[src/rtl/pe_pair_pkg.sv]
package pe_pair_pkg;
  localparam int OPC_W = 4;

  typedef enum logic [OPC_W-1:0] {
    OP_ADD  = 4'd0,
    OP_SUB  = 4'd1,
    OP_AND  = 4'd2,
    OP_OR   = 4'd3,
    OP_XOR  = 4'd4,
    OP_ACS  = 4'd5,
    OP_SAD  = 4'd6,
    OP_WSUM = 4'd7,
    OP_CLIP = 4'd8
  } pe_op_e;

  typedef struct packed {
    logic n;
    logic v;
    logic z;
    logic c;
  } pe_flags_t;
endpackage

[src/rtl/pe_lane.sv]
module pe_lane
  import pe_pair_pkg::*;
#(
  parameter int W = 8
) (
  input  logic [W-1:0]     a,
  input  logic [W-1:0]     b,
  input  logic [W-1:0]     c,
  input  logic [W-1:0]     d,
  input  logic [OPC_W-1:0] op,
  input  logic             cin,
  output logic [W-1:0]     res,
  output logic             cout,
  output logic             ovf,
  output logic             sel
);
  logic [W-1:0] bx, s1, s2, diff, wa, wb;
  logic [W:0]   sum;

  always_comb begin
    bx   = (op == OP_SUB) ? ~b : b;
    sum  = {1'b0, a} + {1'b0, bx} + {{W{1'b0}}, cin};
    s1   = a + b;
    s2   = c + d;
    diff = (a >= b) ? (a - b) : (b - a);
    wa   = a << c[1:0];
    wb   = b << d[1:0];
    res  = '0;
    cout = 1'b0;
    ovf  = 1'b0;
    sel  = 1'b0;
    case (op)
      OP_ADD, OP_SUB: begin
        res  = sum[W-1:0];
        cout = sum[W];
        ovf  = (a[W-1] == bx[W-1]) && (sum[W-1] != a[W-1]);
      end
      OP_AND: res = a & b;
      OP_OR:  res = a | b;
      OP_XOR: res = a ^ b;
      OP_ACS: begin
        sel = (s2 < s1);
        res = sel ? s2 : s1;
      end
      OP_SAD:  res = diff;
      OP_WSUM: res = wa + wb;
      OP_CLIP: begin
        if ($signed(a) < $signed(c))      res = c;
        else if ($signed(a) > $signed(d)) res = d;
        else                              res = a;
      end
      default: res = '0;
    endcase
  end
endmodule

[src/rtl/pe_acc.sv]
module pe_acc #(
  parameter int W  = 8,
  parameter int NL = 2
) (
  input  logic           clk,
  input  logic           rst,
  input  logic           clr,
  input  logic           acc_en,
  input  logic           merged,
  input  logic [NL*W-1:0] addend,
  output logic [NL*W-1:0] acc,
  output logic [NL-1:0]   ovf
);
  localparam int AW = NL * W;

  logic [AW-1:0] split_next, wide_next, tot;
  logic [NL-1:0] split_c;
  logic          wide_ov;

  for (genvar i = 0; i < NL; i++) begin : g_seg
    assign {split_c[i], split_next[i*W +: W]} =
      {1'b0, acc[i*W +: W]} + {1'b0, addend[i*W +: W]};
  end

  always_comb begin
    tot = '0;
    for (int i = 0; i < NL; i++) tot = tot + AW'(addend[i*W +: W]);
    wide_next = acc + tot;
    wide_ov   = !acc[AW-1] && wide_next[AW-1];
  end

  always_ff @(posedge clk) begin
    if (rst || clr) begin
      acc <= '0;
      ovf <= '0;
    end else if (acc_en) begin
      if (merged) begin
        acc         <= wide_next;
        ovf[NL-1]   <= ovf[NL-1] | wide_ov;
      end else begin
        acc <= split_next;
        ovf <= ovf | split_c;
      end
    end
  end


  acc_clear_chk: assert property (@(posedge clk) disable iff (rst)
    clr |=> (acc == '0) && (ovf == '0));


  acc_hold_chk: assert property (@(posedge clk) disable iff (rst)
    (!clr && !acc_en) |=> $stable(acc) && $stable(ovf));


  merged_low_ovf_chk: assert property (@(posedge clk) disable iff (rst)
    (!clr && merged && !ovf[0]) |=> !ovf[0]);
endmodule

[src/rtl/pe_pair.sv]
module pe_pair
  import pe_pair_pkg::*;
#(
  parameter int W  = 8,
  parameter int NL = 2
) (
  input  logic              clk,
  input  logic              rst,
  input  logic              en,
  input  logic [3:0]        op,
  input  logic              wide,
  input  logic              acc_clr,
  input  logic              carry_in,
  input  logic [NL*W-1:0]   opnd_a,
  input  logic [NL*W-1:0]   opnd_b,
  input  logic [NL*W-1:0]   opnd_c,
  input  logic [NL*W-1:0]   opnd_d,
  output logic [NL*W-1:0]   res,
  output logic [4*NL-1:0]   flags,
  output logic [NL-1:0]     acs_sel,
  output logic [NL*W-1:0]   acc,
  output logic [NL-1:0]     acc_ovf,
  output logic              carry_out
);
  logic [NL*W-1:0] lres;
  logic [NL-1:0]   lcin, lcout, lovf, lsel;
  pe_flags_t       lflag [NL];

  for (genvar i = 0; i < NL; i++) begin : g_lane
    if (i == 0) begin : g_first
      assign lcin[i] = carry_in;
    end else begin : g_link
      assign lcin[i] = wide ? lcout[i-1] : carry_in;
    end

    pe_lane #(.W(W)) u_lane (
      .a   (opnd_a[i*W +: W]),
      .b   (opnd_b[i*W +: W]),
      .c   (opnd_c[i*W +: W]),
      .d   (opnd_d[i*W +: W]),
      .op  (op),
      .cin (lcin[i]),
      .res (lres[i*W +: W]),
      .cout(lcout[i]),
      .ovf (lovf[i]),
      .sel (lsel[i])
    );

    always_comb begin
      lflag[i].n = lres[i*W + W-1];
      lflag[i].v = lovf[i];
      lflag[i].z = (lres[i*W +: W] == '0);
      lflag[i].c = lcout[i];
    end

    always_ff @(posedge clk) begin
      if (rst)     flags[4*i +: 4] <= '0;
      else if (en) flags[4*i +: 4] <= lflag[i];
    end
  end

  assign carry_out = lcout[NL-1];

  always_ff @(posedge clk) begin
    if (rst) begin
      res     <= '0;
      acs_sel <= '0;
    end else if (en) begin
      res     <= lres;
      acs_sel <= lsel;
    end
  end

  pe_acc #(.W(W), .NL(NL)) u_acc (
    .clk   (clk),
    .rst   (rst),
    .clr   (acc_clr),
    .acc_en(en && (op == OP_SAD)),
    .merged(wide),
    .addend(lres),
    .acc   (acc),
    .ovf   (acc_ovf)
  );


  hold_on_idle_chk: assert property (@(posedge clk) disable iff (rst)
    !en |=> $stable(res) && $stable(flags) && $stable(acs_sel));


  zero_flag_chk: assert property (@(posedge clk) disable iff (rst)
    en |=> (flags[1] == (res[W-1:0] == '0)));


  clip_bound_chk: assert property (@(posedge clk) disable iff (rst)
    (en && op == OP_CLIP && $signed(opnd_c[W-1:0]) <= $signed(opnd_d[W-1:0]))
    |=> ($signed(res[W-1:0]) >= $signed($past(opnd_c[W-1:0]))) &&
        ($signed(res[W-1:0]) <= $signed($past(opnd_d[W-1:0]))));


  acs_only_chk: assert property (@(posedge clk) disable iff (rst)
    (en && op != OP_ACS) |=> (acs_sel == '0));
endmodule

[config.mk]
export PLATFORM = sky130hd
export DESIGN_NAME = pe_pair
export DESIGN_NICKNAME = d
export VERILOG_FILES = /design/src/rtl/pe_pair_pkg.sv /design/src/rtl/pe_lane.sv /design/src/rtl/pe_acc.sv /design/src/rtl/pe_pair.sv
export SDC_FILE = /design/constraint.sdc
export NUM_CORES = 1
export LEC_CHECK = 0
export BUFFER_PORTS_ARGS = -buffer_cell sky130_fd_sc_hd__buf_2
export CORE_MARGIN = 2
export CORE_UTILIZATION = 50
export DETAILED_ROUTE_END_ITERATION = 7
export GPL_TIMING_DRIVEN = 0
export HOLD_SLACK_MARGIN = 0.08
export MAX_ROUTING_LAYER = met4
export PLACE_DENSITY = 0.7
export SYNTH_ARGS = -nofsm -noshare
export SYNTH_HDL_FRONTEND = slang
export SYNTH_HIERARCHICAL = 1
export SYNTH_SLANG_ARGS = --single-unit
export TNS_END_PERCENT = 1
[constraint.sdc]
create_clock -name clk -period 10.8 [get_ports clk]
set_input_delay 2.16 -clock clk [delete_from_list [all_inputs] [get_ports clk]]
set_output_delay 2.16 -clock clk [all_outputs]
set_load 0.005 [all_outputs]
==> Word-level counts from Yosys, hierarchy flattened <==
Cells that the tools add are included.
{ "word_totals": {"ff_bits": 44, "latchBits": 0, "mem_bits_rw": 0, "mem_bits_ro": 0, "inputBits": 74, "output_inout_bits": 45, "mem_count": 0} }
{ "op_classes": {"add_sub_neg": 18, "n_mul": 0, "n_div": 0, "magnitude_cmp": 8, "eq_ne": 12, "n_shift": 4, "n_mux": 21, "bitwise_logic": 11, "reduce_logical": 11} }
{ "op_table": {"columns": ["operator", "count"], "rows": [
  ["$pmux W8 S8", 2],
  ["$mux W8", 10],
  ["$add A8 B8 Y8", 6],
  ["$add A8 B8 Y9", 5],
  ["$lt A8 B8 Y1", 4],
  ["$shl A8 B2 Y8", 4],
  ["$sub A8 B8 Y8", 4],
  ["$add A9 B1 Y9", 2],
  ["$add A16 B16 Y16", 1],
  ["$and A8 B8 Y8", 2],
  ["$eq A4 B3 Y1 const B", 4],
  ["$ge A8 B8 Y1", 2],
  ["$gt A8 B8 Y1", 2],
  ["$logic_not A8 Y1", 2],
  ["$mux W16", 1],
  ["$not A8 Y8", 2],
  ["$or A8 B8 Y8", 2],
  ["$xor A8 B8 Y8", 2],
  ["$eq A4 B2 Y1 const B", 2],
  ["$mux W1", 8],
  ["$eq A4 B1 Y1 const B", 1],
  ["$eq A4 B4 Y1 const B", 1],
  ["$logic_and A1 B1 Y1", 4],
  ["$logic_not A4 Y1", 1],
  ["other kinds (9)", 11]
]} }

==> Depth between registers and ports, before layout <==
{ "depth": {"depth_word": 13, "ltp_mapped": 44, "ltp_nobuf": 42} }

==> Hierarchy <==
Netlist, hierarchy kept.
{ "by_module_without_submodules": {"columns": ["mod", "instances", "cells_per_inst", "area_each_um2"], "rows": [
  ["pe_lane (g_lane[0].u_lane)", 1, 487, 3718.6],
  ["pe_lane (g_lane[1].u_lane)", 1, 479, 3711.1],
  ["pe_acc", 1, 275, 2182.1],
  ["pe_pair", 1, 88, 938.4]
]} }

==> Least setup slack after synthesis <==
OpenSTA, ideal clock, no wires.
{ "synth_path": {"kind": "input-to-reg", "from": "input op[1]", "to": "register u_acc.acc[15]", "setup_time_ns": 0.074, "t_arrival_ns": 9.360, "setup_slack_ns": 1.366, "stages": 44, "path_buffers": 2, "path_cell_list": "buf_2 > nor3_1 > and2_1 > buf_2 > xnor2_1 > fa_1 > inv_1 > fa_1 > a21oi_1 > o211ai_1 > o21ai_0 > nand2b_1 > a21oi_1 > nor2_1 > mux2_2 > inv_1 > fa_1 > inv_1 > [... 8 more ...] > ha_1 > nor2b_1 > o21ai_0 > a21boi_0 > o21ai_0 > nand2b_1 > xor2_1 > ha_1 > a21oi_1 > o21ai_0 > nand2_2 > o21ai_2 > and3_4 > and3_2 > ha_1 > nor4_1 > a31oi_1 > o21ai_0"} }
{ "synth_between": {"elab_chain_len": 11, "word_cells_on_any_way": 25, "cone_classes": "7 x add/sub; 8 x eq/ne; 7 x mux; 3 x reduce/logical"} }
{ "synth_lines": {"columns": ["item", "line", "rtl"], "rows": [
  ["from (decl)", "pe_pair.sv:10", "input logic [3:0] op,"],
  ["$eq A4 B1 Y1", "pe_lane.sv:21, pe_lane.sv:32", null],
  ["$mux W8", "pe_lane.sv:21", "bx = (op == OP_SUB) ? ~b : b;"],
  ["$add A8 B8 Y9", "pe_lane.sv:22", "sum = {1'b0, a} + {1'b0, bx} + {{W{1'b0}}, cin};"],
  ["$add A9 B1 Y9", "pe_lane.sv:22", null],
  ["$mux W1 *", "pe_lane.sv:32", "case (op)"],
  ["net lcout[0]", "pe_pair.sv:26", "logic [NL-1:0] lcin, lcout, lovf, lsel;"],
  ["$mux W1 *", "pe_pair.sv:33", "assign lcin[i] = wide ? lcout[i-1] : carry_in;"],
  ["net lcin[1]", "pe_pair.sv:26", null],
  ["$add A9 B1 Y9 *", "pe_lane.sv:22", null],
  ["$pmux W8 S8 *", "pe_lane.sv:32", null],
  ["net lres[10]", "pe_pair.sv:25", "logic [NL*W-1:0] lres;"],
  ["$add A8 B8 Y9", "pe_acc.sv:27", "for (int i = 0; i < NL; i++) tot = tot + AW'(addend[i*W +: W]);"],
  ["$add A16 B16 Y16", "pe_acc.sv:28", "wide_next = acc + tot;"],
  ["$mux W16 *", "pe_acc.sv:37", "if (merged) begin"],
  ["to (signal assigned)", "pe_acc.sv:38", "acc <= wide_next;"],
  ["to (signal assigned)", "pe_acc.sv:41", "acc <= split_next;"],
  ["to (decl)", "pe_acc.sv:11", "output logic [NL*W-1:0] acc,"]
]} }
The timed path passes the listed nets; every way through them passes the cells marked *.
A chain may end at the register's enable or synchronous reset.

==> Worst setup path after layout <==
{ "layout_path": {"from": "input op[3]", "to": "register u_acc.acc[15]"} }
Same word-level chain as after synthesis.

==> metrics.md <==
| Metric | Value |
|---|---|
| Status | completed |
| Placed inst area | 11500 um2 |
| Number of port buffers | 117 |
| Transition at the pin with the smallest max-transition slack | 1.10 ns |
| Category of the worst setup path capture point | flip-flop |
| Count of hold-fix buffers inserted at cts | 0 |
| Placed Instances | 1721 |
| Capture point of the worst reg-to-reg path | u_acc/acc[15] |
| Basic-gate share of the synthesized area counting and, or, nand and nor cells | 17.7% |
| Antenna viol nets, final | 0 |
| Max capacitance violation total | 0 |
| Total die area | 22300 um2 |
| Xor and xnor area share after synthesis | 7.22% |
| Worst clock skew on the final layout | 0.00578 ns |
| Final min period | 10.27 ns |
| Overflow after GRT | 0 |
| Fillcell total | 2001 |
| Buffer levels on the longest clock path | 2 |
| Relative max-transition margin | 25.7% |
| Maximum vdd drop | 0.0663 mV |
| Final Wtd Congestion | 1.02 |
| Post-Layout Inst Area | 11700 um2 |
| Number of nets in the layout | 1733 |
| Req. time, crit path | 11.02 ns |
| Number of synthesized flops with an enable pin | 0 |
| Vias in the first global route | 9888 |
| Number of violations reported at the end of detailed-routing iteration 0 | 611 |
| Total length of routed wires | 32900 um |
| Largest stage delay on the critical path | 0.42 ns |
| Area share of fa/ha/maj cells after synthesis | 25.1% |
| CTS H-Tree Depth | 2 |
| Final setup margin | 0.532 ns |
| Post-Syn Area per Cell | 7.94 um2 |
| Residual DRC | 0 |
| Total iterations of the first detailed-routing run | 6 |
| Commonest non-fill, non-tap cells in the layout | sky130_fd_sc_hd__ha_1, sky130_fd_sc_hd__buf_2, sky130_fd_sc_hd__inv_1 |
| Number of warnings printed during yosys synthesis | 6 |
| TritonCTS buffer count | 5 |
| Total inserted antenna cells | 0 |
| Share of flip-flops with an asynchronous set or reset after synthesis | 0% |
| Complex-gate fraction of the synthesized area | 25.0% |
| Sort of element at the start of the critical path | primary input |
| Area added between synthesis and finish | 11.1% |
| Launch instance of the worst register-to-register path | u_acc/acc[1] |
| Starting Density | 50.5% |
| Hold WC Path Type | reg2reg |
| Number of unique standard cell types used by synthesis | 92 |
| Final non-filler cell total | 1734 |
| Cell with the largest stage delay on the worst path | sky130_fd_sc_hd__fa_1 |
| Power density normalized to cell area | 90.6 nW/um2 |
| Number of cells on the worst hold path | 1 |
| Area of the core | 20900 um2 |
| Mapped Cells | 1329 |
| Peak fanout along the critical path | 9 |
| Global-route wire length before repair | 51300 um |
| Number of flip-flops and latches in the synthesized netlist | 42 |
| Most frequent standard cell in the layout excluding fill and tap cells | sky130_fd_sc_hd__ha_1 |
| TritonCTS clock tree | yes |
| Hold path startpoint | u_acc/ovf[1] |
| Static power due to leakage | 5.55 nW |
| Worst r2r path cells | 11 |
| Horizontal extent of the die | 149 um |
| Chip Height | 149 um |
| Worst-case hold slack | 0.491 ns |
| I/O pins | 119 |
| Count of final setup violators | 0 |
| Minimum setup slack among reg-to-reg paths | 8.27 ns |
| Vias per Instance | 6.06 |
| Maximum frequency from static timing analysis | 97.4 MHz |
| Share of layout cells above drive strength 1 | 15.8% |
| Summed instance area of the synthesized netlist | 10600 um2 |
| Sequential fraction of the synthesis area | 7.97% |
| HPWL Detailed | 26900 um |
| Clock insertion delay at the later pin of the skew report | 0.29 ns |
| Routed via count | 10500 |
| Worst setup slack after placement | -0.501 ns |
| Final Hold Viols | 0 |
| Primary FF master, synth | sky130_fd_sc_hd__dfxtp_1 |
| Buffer type at the clock tree root | sky130_fd_sc_hd__clkbuf_16 |
| Standard-cell rows | 53 |
| Unrepaired setup endpoints after global routing | no |
| Total negative slack for setup checks | 0 ns |
| Total GRT Usage | 29.5% |
| Antenna violations before repair | 0 |
| Net Count, Synth | 1604 |
| Main combinational cell family by area after synthesis | adder cells |
| Largest net degree at the start of global routing | 15 |
| WS Path Type | in2reg |
| Part of the cycle the worst path needs | 95.1% |
| Worst Hold Path EP | u_acc/ovf[1] |
| Wire length per cell | 19.0 um |
| Critical Path AT | 10.49 ns |
| Clock transition at the registers of the reported paths | 0.07 ns |
| Max-slew violation count | 0 |
| Clock sink total | 42 |
| Mux cell area share after synthesis | 10.2% |
-- timing repair --
item / in CTS / in global routing
setup buffers: 0 / 6
pin swaps: 0 / 4
gates resized for setup: 1 / 12
endpoints found under the setup margin: 2 / 6
-- final cells by class --
class	count	area, um2	share of cell area (%)
Inverter	119	447	3.81
Clock inverter	3	43.8	0.374
Clock buffer	5	125	1.07
Tap cell	275	344	2.94
Timing Repair Buffer	123	631	5.38
Multi-Input combinational cell	1121	9020	77.0
Buffer	46	270	2.31
Sequential cell	42	841	7.17
-- critical path, delay by kind of cell --
kind	cells	cell delay, ns
adders and majority gates	7	2.24
AOI/OAI and AO/OA	16	2.77
and+or+nand+nor	9	1.50
xor gates and xnor gates	3	0.62
muxes	1	0.28
buffers and inverters	6	0.87
-- how the worst max path moves through the flow --
stage | startpoint | to | slack [ns] | cells past startpoint
detailed placement | op[1] | u_acc/acc[15] | -0.50 | 45
CTS | op[1] | u_acc/acc[15] | 0.06 | 45
global route | op[3] | u_acc/acc[15] | 0.009 | 45
global placement | op[1] | u_acc/acc[15] | -0.38 | 43
finish | op[3] | u_acc/acc[15] | 0.53 | 42
floorplan | op[1] | u_acc/acc[15] | 1.37 | 44
-- per-stage QoR --
stage / utilization (%) / power (mW)
finish: 56.1 / 1.06
global route: 56.1 / 1.14
CTS: 55.8 / 1.04
detailed placement: 55.0 / 0.863
global placement: 55.0 / 0.852
floorplan: - / 0.680
-- Yosys cell counts, types with 6 or more instances --
master                      number  area [um2]
sky130_fd_sc_hd__a2111oi_0       8        70.1
sky130_fd_sc_hd__a211oi_1       18         135
sky130_fd_sc_hd__a21o_1         22         165
sky130_fd_sc_hd__a21oi_1        91         455
sky130_fd_sc_hd__a221oi_1       11        96.3
sky130_fd_sc_hd__a22oi_1         6        45.0
sky130_fd_sc_hd__a2bb2oi_1       6        52.6
sky130_fd_sc_hd__a31oi_1        10        62.6
sky130_fd_sc_hd__and2_1          6        37.5
sky130_fd_sc_hd__and3_1         13        81.3
sky130_fd_sc_hd__buf_2          12        60.1
sky130_fd_sc_hd__buf_4           6        45.0
sky130_fd_sc_hd__clkbuf_1       19        71.3
sky130_fd_sc_hd__dfxtp_1        42         841
sky130_fd_sc_hd__fa_1           18         360
sky130_fd_sc_hd__ha_1          183        2290
sky130_fd_sc_hd__inv_1         116         435
sky130_fd_sc_hd__mux2i_1        63         631
sky130_fd_sc_hd__mux4_2         16         360
sky130_fd_sc_hd__nand2_1        73         274
sky130_fd_sc_hd__nand2b_1       28         175
sky130_fd_sc_hd__nand3_1        20         100
sky130_fd_sc_hd__nand4_1         6        37.5
sky130_fd_sc_hd__nor2_1        110         413
sky130_fd_sc_hd__nor2b_1        35         219
sky130_fd_sc_hd__nor3_1         28         140
sky130_fd_sc_hd__nor3b_1         6        45.0
sky130_fd_sc_hd__nor4_1          8        50.1
sky130_fd_sc_hd__o211a_1         8        80.1
sky130_fd_sc_hd__o211ai_1       20         150
sky130_fd_sc_hd__o21a_1         12        90.1
sky130_fd_sc_hd__o21ai_0        75         375
sky130_fd_sc_hd__o21bai_1       14         105
sky130_fd_sc_hd__o41ai_1         6        52.6
sky130_fd_sc_hd__or2_2          11        68.8
sky130_fd_sc_hd__or3_1           6        37.5
sky130_fd_sc_hd__xnor2_1        62         543
sky130_fd_sc_hd__xor2_1         25         219
-- cells by family (layout without fill, tap and decap cells) --
kind of cell	Yosys count	after routing
compound gates	376	376
fa+ha+maj	201	201
buf+inv	166	296
simple gates	371	371
flops	42	42
mux	86	86
xor+xnor	87	87
-- state kept, by name, summed over array words and instances (netlist names) --
signal     cells
acs_sel        2
flags          7
res           15
u_acc/acc     16
u_acc/ovf      2
-- report_power, final --
group	leakage, nW	switching, mW	internal, mW
clock network	0.0842	0.0666	0.110
registers	0.340	0.00431	0.161
logic	5.12	0.417	0.304
total	5.55	0.487	0.575
-- layer usage --
metal	vias to the layer above	wire length [um]	global-route usage, %
met5	-	0	-
met4	0	780	7.86
met3	52	2040	2.42
met2	362	14700	46.5
met1	4978	15400	40.7
li1	5109	-	-
No activity file was read; power rests on OpenSTA's default activity.
